$ cat config.mk
export PLATFORM = sky130hd
export DESIGN_NAME = auto_mask_intc
export DESIGN_NICKNAME = d
export VERILOG_FILES = /design/src/rtl/aimc_pkg.sv /design/src/rtl/aimc_line_bank.sv /design/src/rtl/aimc_prio_enc.sv /design/src/rtl/aimc_event_fmt.sv /design/src/rtl/auto_mask_intc.sv
export SDC_FILE = /design/constraint.sdc
export NUM_CORES = 1
export LEC_CHECK = 0
export BUFFER_PORTS_ARGS = -buffer_cell sky130_fd_sc_hd__buf_2
export CAP_MARGIN = 20
export CORE_AREA = 2 2 141 143
export DETAILED_ROUTE_END_ITERATION = 10
export DIE_AREA = 0 0 143 145
export HOLD_SLACK_MARGIN = 0.03
export PLACE_DENSITY_LB_ADDON = 0.15
export SYNTH_ARGS = -nofsm -noshare
export SYNTH_HDL_FRONTEND = slang
export SYNTH_HIERARCHICAL = 1
export SYNTH_SLANG_ARGS = --single-unit
$ cat constraint.sdc
create_clock -name clk -period 4.15 [get_ports clk]
set_input_delay 0.2075 -clock clk [delete_from_list [all_inputs] [get_ports clk]]
set_output_delay 0.2075 -clock clk [all_outputs]
set_load 0.01 [all_outputs]
$ cat src/rtl/aimc_pkg.sv
package aimc_pkg;

    localparam int unsigned WORD_W = 32;
    localparam int unsigned ADDR_W = 3;

    typedef enum logic [ADDR_W-1:0] {
        RA_EVENT    = 3'd0,
        RA_MASK_SET = 3'd1,
        RA_MASK_CLR = 3'd2,
        RA_SW_SET   = 3'd3,
        RA_SW_CLR   = 3'd4
    } reg_addr_e;

    typedef enum logic [3:0] {
        EV_NONE = 4'd0,
        EV_HW   = 4'd1,
        EV_FAST = 4'd2
    } ev_type_e;

    typedef enum logic [0:0] {
        ST_QUIET = 1'b0,
        ST_ALERT = 1'b1
    } irq_state_e;

    typedef struct packed {
        ev_type_e    kind;
        logic [3:0]  die;
        logic [7:0]  rsvd;
        logic [15:0] line;
    } ev_word_t;

endpackage

$ cat src/rtl/aimc_line_bank.sv
module aimc_line_bank #(
    parameter int unsigned NUM_LINES = 32
) (
    input  logic                 clk,
    input  logic                 rst_n,
    input  logic [NUM_LINES-1:0] mask_set,
    input  logic [NUM_LINES-1:0] mask_clr,
    input  logic [NUM_LINES-1:0] sw_set,
    input  logic [NUM_LINES-1:0] sw_clr,
    output logic [NUM_LINES-1:0] mask_q,
    output logic [NUM_LINES-1:0] sw_q
);

    for (genvar g = 0; g < NUM_LINES; g++) begin : g_line
        always_ff @(posedge clk) begin
            if (!rst_n) begin
                mask_q[g] <= 1'b1;
                sw_q[g]   <= 1'b0;
            end else begin
                if (mask_set[g]) begin
                    mask_q[g] <= 1'b1;
                end else if (mask_clr[g]) begin
                    mask_q[g] <= 1'b0;
                end
                if (sw_set[g]) begin
                    sw_q[g] <= 1'b1;
                end else if (sw_clr[g]) begin
                    sw_q[g] <= 1'b0;
                end
            end
        end
    end

    // no request bit means no change to the stored vectors
    a_r9_idle_holds_mask: assert property (@(posedge clk) disable iff (!rst_n)
        (mask_set == '0 && mask_clr == '0) |=> $stable(mask_q));
    a_r9_idle_holds_sw: assert property (@(posedge clk) disable iff (!rst_n)
        (sw_set == '0 && sw_clr == '0) |=> $stable(sw_q));

endmodule

$ cat src/rtl/aimc_prio_enc.sv
module aimc_prio_enc #(
    parameter int unsigned NUM_LINES = 32,
    localparam int unsigned IDX_W = (NUM_LINES > 1) ? $clog2(NUM_LINES) : 1
) (
    input  logic                 clk,
    input  logic                 rst_n,
    input  logic [NUM_LINES-1:0] live,
    output logic                 found,
    output logic [IDX_W-1:0]     win_idx
);

    // below[i] is 1 when some line with a smaller index is live
    logic [NUM_LINES-1:0] below;
    logic [NUM_LINES-1:0] first;

    assign below[0] = 1'b0;
    for (genvar g = 1; g < NUM_LINES; g++) begin : g_chain
        assign below[g] = below[g-1] | live[g-1];
    end

    for (genvar g = 0; g < NUM_LINES; g++) begin : g_first
        assign first[g] = live[g] & ~below[g];
    end

    always_comb begin
        win_idx = '0;
        for (int i = 0; i < NUM_LINES; i++) begin
            if (first[i]) begin
                win_idx = IDX_W'(i);
            end
        end
    end

    assign found = |live;

    // winner is live and nothing below it is live
    a_r4_winner_live: assert property (@(posedge clk) disable iff (!rst_n)
        found |-> live[win_idx]);
    a_r4_nothing_lower: assert property (@(posedge clk) disable iff (!rst_n)
        found |-> ((live & ((NUM_LINES'(1) << win_idx) - NUM_LINES'(1))) == '0));
    a_r4_single_first: assert property (@(posedge clk) disable iff (!rst_n)
        $onehot0(first));

endmodule

$ cat src/rtl/aimc_event_fmt.sv
module aimc_event_fmt
    import aimc_pkg::*;
#(
    parameter int unsigned NUM_LINES = 32,
    parameter logic [3:0]  DIE_ID    = 4'd0,
    localparam int unsigned IDX_W = (NUM_LINES > 1) ? $clog2(NUM_LINES) : 1
) (
    input  logic             found,
    input  logic [IDX_W-1:0] win_idx,
    output logic [31:0]      word
);

    ev_word_t ev;

    always_comb begin
        ev = '0;
        if (found) begin
            ev.kind = EV_HW;
            ev.die  = DIE_ID;
            ev.line = 16'(win_idx);
        end
    end

    assign word = ev;

endmodule

$ cat src/rtl/auto_mask_intc.sv
module auto_mask_intc
    import aimc_pkg::*;
#(
    parameter int unsigned NUM_LINES = 32,
    parameter logic [3:0]  DIE_ID    = 4'd3
) (
    input  logic                 clk,
    input  logic                 rst_n,
    input  logic [NUM_LINES-1:0] hw_irq,
    input  logic                 req,
    input  logic                 req_wr,
    input  logic [2:0]           req_addr,
    input  logic [31:0]          req_wdata,
    output logic                 rsp_valid,
    output logic [31:0]          rsp_data,
    output logic                 cpu_irq
);

    localparam int unsigned IDX_W = (NUM_LINES > 1) ? $clog2(NUM_LINES) : 1;

    initial begin
        if (NUM_LINES < 1 || NUM_LINES > 32) begin
            $error("NUM_LINES must lie in 1..32");
        end
    end

    logic [NUM_LINES-1:0] mask_q, sw_q, raw, live;
    logic [NUM_LINES-1:0] mask_set, mask_clr, sw_set, sw_clr;
    logic                 found;
    logic [IDX_W-1:0]     win_idx;
    logic [31:0]          ev_word;
    logic                 wr_hit, rd_hit, ev_rd;
    logic [NUM_LINES-1:0] wbits;
    irq_state_e           state_q, state_d;

    assign wr_hit = req &  req_wr;
    assign rd_hit = req & ~req_wr;
    assign ev_rd  = rd_hit && (req_addr == RA_EVENT);
    assign wbits  = req_wdata[NUM_LINES-1:0];

    assign raw  = hw_irq | sw_q;
    assign live = raw & ~mask_q;

    // request decode; an event read that finds a winner masks it
    always_comb begin
        mask_set = '0;
        mask_clr = '0;
        sw_set   = '0;
        sw_clr   = '0;
        if (wr_hit) begin
            unique case (req_addr)
                RA_MASK_SET: mask_set = wbits;
                RA_MASK_CLR: mask_clr = wbits;
                RA_SW_SET:   sw_set   = wbits;
                RA_SW_CLR:   sw_clr   = wbits;
                default: ;
            endcase
        end else if (ev_rd && found) begin
            mask_set[win_idx] = 1'b1;
        end
    end

    aimc_line_bank #(.NUM_LINES(NUM_LINES)) u_bank (
        .clk      (clk),
        .rst_n    (rst_n),
        .mask_set (mask_set),
        .mask_clr (mask_clr),
        .sw_set   (sw_set),
        .sw_clr   (sw_clr),
        .mask_q   (mask_q),
        .sw_q     (sw_q)
    );

    aimc_prio_enc #(.NUM_LINES(NUM_LINES)) u_prio (
        .clk     (clk),
        .rst_n   (rst_n),
        .live    (live),
        .found   (found),
        .win_idx (win_idx)
    );

    aimc_event_fmt #(.NUM_LINES(NUM_LINES), .DIE_ID(DIE_ID)) u_fmt (
        .found   (found),
        .win_idx (win_idx),
        .word    (ev_word)
    );

    // read response register
    always_ff @(posedge clk) begin
        if (!rst_n) begin
            rsp_valid <= 1'b0;
            rsp_data  <= '0;
        end else begin
            rsp_valid <= rd_hit;
            if (rd_hit) begin
                unique case (req_addr)
                    RA_EVENT:                rsp_data <= ev_word;
                    RA_MASK_SET, RA_MASK_CLR: rsp_data <= 32'(mask_q);
                    RA_SW_SET, RA_SW_CLR:     rsp_data <= 32'(sw_q);
                    default:                 rsp_data <= '0;
                endcase
            end
        end
    end

    // output state machine: next-state logic
    always_comb begin
        state_d = state_q;
        unique case (state_q)
            ST_QUIET: if (found)  state_d = ST_ALERT;
            ST_ALERT: if (!found) state_d = ST_QUIET;
            default:              state_d = ST_QUIET;
        endcase
    end

    // state register
    always_ff @(posedge clk) begin
        if (!rst_n) begin
            state_q <= ST_QUIET;
        end else begin
            state_q <= state_d;
        end
    end

    // outputs
    always_comb begin
        cpu_irq = (state_q == ST_ALERT);
    end

    // delivered line is masked after the read
    a_r6_ack_masks: assert property (@(posedge clk) disable iff (!rst_n)
        (ev_rd && found) |=> mask_q[$past(win_idx)]);
    // empty event read leaves masks alone and returns zero
    a_r7_empty_read: assert property (@(posedge clk) disable iff (!rst_n)
        (ev_rd && !found) |=> ($stable(mask_q) && rsp_data == '0));
    // cpu_irq follows live sources by one cycle
    a_r8_irq_follows: assert property (@(posedge clk) disable iff (!rst_n)
        (|live) |=> cpu_irq);
    a_r8_irq_drops: assert property (@(posedge clk) disable iff (!rst_n)
        (live == '0) |=> !cpu_irq);
    // response valid one cycle after a read request
    a_r5_rsp_timing: assert property (@(posedge clk) disable iff (!rst_n)
        rd_hit |=> rsp_valid);

endmodule

**Word-level counts from Yosys, hierarchy flattened**

Cells that the tools add are included.

- Register bits after elaboration: 98
- Output and inout port bits: 34
- Logic and storage cells: 353

- Magnitude comparators: 2
- Equality and inequality tests: 4
- Multiplexer cells: 110
- Bitwise operators: 99
- Reductions and logical operators: 71

Operators with widths:

| cell | count |
|---|---|
| 2-to-1 mux 32 bit | 9 |
| 2-to-1 mux 5 bit | 32 |
| one-hot mux 32 bit (3 select lines) | 1 |
| OR reduction 2 bit | 34 |
| 2-to-1 mux 1 bit | 67 |
| nonzero test 2 bit | 32 |
| AND 1 bit | 33 |
| NOT 1 bit | 33 |
| AND 32 bit | 1 |
| NOT 32 bit | 1 |
| bitwise OR 32 bit | 1 |
| OR reduction 32 bit | 1 |
| bitwise OR 1 bit | 30 |
| equality test 3 x 2 -> 1 bit (second input constant) | 2 |
| < comparator 5 x 6 -> 1 bit (second input constant) | 1 |
| demux 1 bit (select 5 bit) | 1 |
| >= comparator 5 x 1 -> 1 bit (second input constant) | 1 |
| equality test 3 x 1 -> 1 bit (second input constant) | 1 |
| equality test 3 bit (second input constant) | 1 |
| logical AND 1 bit | 3 |
| logical NOT 3 bit | 1 |

**Longest topological paths before layout**

- Depth in word-level cells: 42
- Gate-level depth with buffers: 12
- Depth with buffers taken out: 12

**Hierarchy**

The synthesis kept the hierarchy.

Modules (own cells, without submodules):

| module | instances | cells each | area an instance (sq um) | seq. area each (sq um) |
|---|---|---|---|---|
| auto_mask_intc | 1 | 531 | 3,736.1 | 680.7 |
| aimc_line_bank | 1 | 199 | 2,225.9 | 1,281.2 |
| aimc_prio_enc | 1 | 74 | 431.7 | 0.0 |
| aimc_event_fmt | 1 | 33 | 237.7 | 0.0 |

**Worst setup path before layout**

OpenSTA, ideal clock, no wires.

- Path kind: register to register
- Start point: reg u_bank.sw_q[16]
- End point: reg u_bank.mask_q[10]
- Arrival time: 2.788 ns
- Data required time: 4.088 ns
- Path slack: 1.300 ns
- Cell stages (with the launch flop): 11
- Path buffers: 0
- Period minus slack after synthesis: 2.850 ns
- Cell sequence: dfxtp_1 -> nor2_1 -> nor2_1 -> or4_1 -> or3_1 -> nor3_2 -> nand3_1 -> o22ai_1 -> or3b_2 -> o22ai_1 -> nand3b_1

- Cells in the longest elaborated chain, start to end: 27
- Elaborated cells between the ends (all ways): 74

RTL lines:

| what | line | RTL |
|---|---|---|
| start, declared | aimc_line_bank.sv:11 | `output logic [NUM_LINES-1:0] sw_q` |
| start signal, assigned by index | aimc_line_bank.sv:18 | `sw_q[g] <= 1'b0;` |
| start signal, assigned by index | aimc_line_bank.sv:26 | `sw_q[g] <= 1'b1;` |
| start signal, assigned by index | aimc_line_bank.sv:28 | `sw_q[g] <= 1'b0;` |
| bitwise OR 32 bit * | auto_mask_intc.sv:41 | `assign raw = hw_irq \| sw_q;` |
| AND 32 bit * | auto_mask_intc.sv:42 | `assign live = raw & ~mask_q;` |
| net live[16] | auto_mask_intc.sv:27 | `logic [NUM_LINES-1:0] mask_q, sw_q, raw, live;` |
| bitwise OR 1 bit | aimc_prio_enc.sv:18 | `assign below[g] = below[g-1] \| live[g-1];` |
| NOT 1 bit or bitwise OR 1 bit (tied branches) | aimc_prio_enc.sv:22, aimc_prio_enc.sv:18 |  |
| AND 1 bit, or another cell as far along | aimc_prio_enc.sv:22 | `assign first[g] = live[g] & ~below[g];` |
| 2-to-1 mux 5 bit, or another cell as far along (13 in series) | aimc_prio_enc.sv:28 | `if (first[i]) begin` |
| 2-to-1 mux 5 bit or AND 1 bit (tied branches) | aimc_prio_enc.sv:28, aimc_prio_enc.sv:22 |  |
| (+1 left out) | n/a |  |
| net win_idx[3] | auto_mask_intc.sv:30 | `logic [IDX_W-1:0] win_idx;` |
| < comparator 5 x 6 -> 1 bit (implied by the code) or >= comparator 5 x 1 -> 1 bit (tied branches) | auto_mask_intc.sv:59 | `mask_set[win_idx] = 1'b1;` |
| logical AND 1 bit (implied by the code) | auto_mask_intc.sv:59 |  |
| 2-to-1 mux 1 bit (implied by the code) | auto_mask_intc.sv:59 |  |
| demux 1 bit (select 5 bit) * | auto_mask_intc.sv:59 |  |
| 2-to-1 mux 32 bit * | auto_mask_intc.sv:58 | `end else if (ev_rd && found) begin` |
| 2-to-1 mux 32 bit * | auto_mask_intc.sv:50 | `if (wr_hit) begin` |
| net mask_set[10] | auto_mask_intc.sv:28 | `logic [NUM_LINES-1:0] mask_set, mask_clr, sw_set, sw_clr;` |
| OR reduction 2 bit (no source line) * | n/a |  |
| end signal, assigned by index | aimc_line_bank.sv:17 | `mask_q[g] <= 1'b1;` |
| end signal, assigned by index | aimc_line_bank.sv:21 | `mask_q[g] <= 1'b1;` |
| end signal, assigned by index | aimc_line_bank.sv:23 | `mask_q[g] <= 1'b0;` |
| end, declared | aimc_line_bank.sv:10 | `output logic [NUM_LINES-1:0] mask_q,` |

Mark *: on every way through the listed nets, which the timed path passes. The rest lies on a longest branch.
A chain may end at the register's enable or synchronous reset.

**Final worst setup path**

- Start point: reg u_bank.sw_q[16]
- End point: reg u_bank.mask_q[27]

Same word-level chain as after synthesis.

==> flow_summary.yaml <==
place:
  place_area_um2: 7160
  gp_congestion: 0.878
  place_inst: 1156
  port_buffers: 104
  dp.final_hpwl_mm: 14.1
yosys:
  synthXorXnorAreaFrac: 0
  synth_top_area_cell: "dfxtp_1"
  synth_top_family_by_area: "simple AND/OR/NAND/NOR gates"
  yosys.area_share.adder: 0
  ys_seq_area_frac: 0.296
  synthTopCellsByCount: "nor2_1, dfxtp_1, o22ai_1, mux2i_1, and2_1"
  synthTopCellsByArea: "dfxtp_1, nor2_1, mux2i_1"
  syn_area_um2: 6630
  synth_top_flop_cell: "dfxtp_1"
  ys_ff_latch: 98
  yosys_warnings: 6
  synth_edf_count: 0
  synthSimpleGateAreaFrac: 0.303
  muxShareOfSynthArea: 0.0966
  syn_avg_cell_area_um2: 7.92
  synth_compound_area_frac: 0.222
  synthCells: 837
  synth.top_cell.area_share: 0.296
  ys_async_sr_fraction: 0
  yosysMostFrequentCell: "nor2_1"
  yosysUniqueCellTypes: 48
finish:
  final_nets: 975
  antenna_cells: 0
  fin_cells: 1174
  n_fill_cell: 2033
  final_cell_area_um2: 7520
  area_growth_pct: 13.4
  drive_gt1_frac: 0.182
worst_setup_path:
  cpPeakStageDelay_ps: 580
  crit_type: "reg2reg"
  rrSetupSlack_ps: 510
  crit_top_cell: "nor2_1"
  crit_path_max_fanout: 8
  reg2regPathDepth: 11
  r2r-end: "u_bank/mask_q[27]$_SDFFE_PP1P_"
  path_cells: "nor2_1, nor2_1, or4_1, or3_1, nor3_2, nand3_1, o32a_1, a21oi_1, nand4_1, o22ai_1, nand3b_1"
  path_delay_family: "simple AND/OR/NAND/NOR gates"
  cp-start-kind: "register"
  path_buf_inv: 0
  worstPathArrival_ps: 3940
  crit_slowest_cell: "nand4_1"
  critPathRequiredTime_ps: 4450
  rr_startpoint: "u_bank/sw_q[16]$_SDFFE_PN0P_"
  end_kind: "register"
grt:
  grt_use_total: 0.200
  antenna_found_initial: 0
  grt.overflow.total: 0
  grt_max_degree: 99
  grt_pass1_vias: 5885
  grt_pass1_wl_mm: 32.9
drt:
  dr.pass1.iters: 5
  num_vias: 6180
  drt_iter0_markers: 423
  postRouteAntennaNets: 0
  wl_mm: 20.8
  viasPerCell: 5.26
  route.detailed.drc: 0
  wl_per_cell_um: 17.7
timing:
  tightest_slew_ps: 1030
  max_slew_margin: 0.315
  fin_crit_sh: 0.878
  finClkSkew_ps: 6.63
  hold_viol: 0
  setup_viol: 0
  tns_ps: 0
  rsz0062_at_grt: "false"
  period_needed_ps: 3640
  slew_viol_final: 0
  clock.fmax_ghz: 0.274
clocking:
  cts_resized: 0
  cts_sinks: 98
  clock_path_buffers: 2
  h-tree-depth: 3
  path_clk_slew_ps: 70
  cts_tree: "done"
  postCtsHoldBufs: 0
  clock_latency_ps: 360
  root_buffer: "clkbuf_16"
  postCtsSetupBuffers: 0
  cts-buffers-inserted: 9
hold_path:
  min_to: "u_bank/mask_q[2]$_SDFFE_PP1P_"
  min-delay-start: "rst_n"
  holdPathStages: 2
  hold_class: "in2reg"
status:
  status: "completed"
job:
  cap_violations: 0
power_and_ir_drop:
  ir_worst_vdd_uv: 202
  power.density_nw_per_um2: 301
  total_power_mw: 2.26
  p_leak_nw: 3.38
floorplanning:
  die-area_um2: 20700
  die_h_um: 145
  start_util: 0.345
  core_um2: 19200
  die_w_um: 143
  ios: 105
  num_rows: 51
==> per-layer routing <==
layer / part of all wire / GRT usage / vias to the layer above
met2: 0.44 / 0.304 / 142
met5: 0 / 0 / -
met1: 0.51 / 0.295 / 2933
met4: 0.017 / 0.0629 / 0
li1: - / - / 3085
met3: 0.036 / 0.0205 / 20
==> report_power, final <==
| group | internal (mW) | switching [mW] |
|---|---|---|
| registers | 0.955 | 0.0129 |
| clock network | 0.544 | 0.399 |
| logic | 0.134 | 0.215 |
| total | 1.63 | 0.627 |
==> state kept, by name, summed over array words and instances (netlist names) <==
| name | cells |
|---|---|
| u_bank/sw_q | 32 |
| rsp_data | 32 |
| rsp_valid | 1 |
| u_bank/mask_q | 32 |
| cpu_irq | 1 |
==> through the flow <==
stage / setup WS, ps / utilization / hold slack, ps
finish: 507 / 0.392 / 271
global route: 348 / 0.392 / 296
CTS: 570 / 0.389 / 273
detailed placement: 622 / 0.373 / 508
global placement: 596 / 0.373 / 505
floorplan: 1300 / - / 486
==> kinds of logic (layout without fill, tap and decap cells) <==
logic type	count (synthesis)	after routing
AND/OR/NAND/NOR	394	394
AO/OA/AOI/OAI	188	188
flip-flops	98	98
buffers and inverters	92	141
multiplexers	64	64
other	1	24
==> how the worst max path moves through the flow <==
stage,startpoint,endpoint,cells past startpoint
2_1_floorplan,u_bank/sw_q[16]$_SDFFE_PN0P_,u_bank/mask_q[10]$_SDFFE_PP1P_,10
3_3_place_gp,u_bank/sw_q[17]$_SDFFE_PN0P_,u_bank/mask_q[7]$_SDFFE_PP1P_,11
3_5_place_dp,u_bank/sw_q[17]$_SDFFE_PN0P_,u_bank/mask_q[10]$_SDFFE_PP1P_,11
4_1_cts,u_bank/sw_q[17]$_SDFFE_PN0P_,u_bank/mask_q[30]$_SDFFE_PP1P_,11
5_1_grt,u_bank/sw_q[17]$_SDFFE_PN0P_,u_bank/mask_q[15]$_SDFFE_PP1P_,11
6_report,u_bank/sw_q[16]$_SDFFE_PN0P_,u_bank/mask_q[27]$_SDFFE_PP1P_,11
==> placed cells by master (no fill, tap or decap), drive strengths merged, types with 5 or more instances in the layout <==
master	Yosys	final
inv	7	7
or2	5	5
nand2	37	37
nor2	174	174
and2	40	40
buf	64	118
o22ai	67	67
mux2i	64	64
nor2b	33	33
o21a	32	32
conb	1	24
nand3b	36	36
a21oi	9	9
nand2b	35	35
clkbuf	21	11
a22o	32	32
nor4	9	9
dfxtp	98	98
nor3	7	7
o221a	32	32
==> cell type report <==
cell class	count	area, µm²	area share
clock inverters	5	77.6	0.0103
inverters	7	26.3	0.00349
flip-flops and latches	98	1960	0.261
repair buffers	118	658	0.0875
well taps	265	332	0.0441
clock buffers	11	243	0.0323
multi-input cells	670	4220	0.562
No activity file was read; power rests on OpenSTA's default activity.
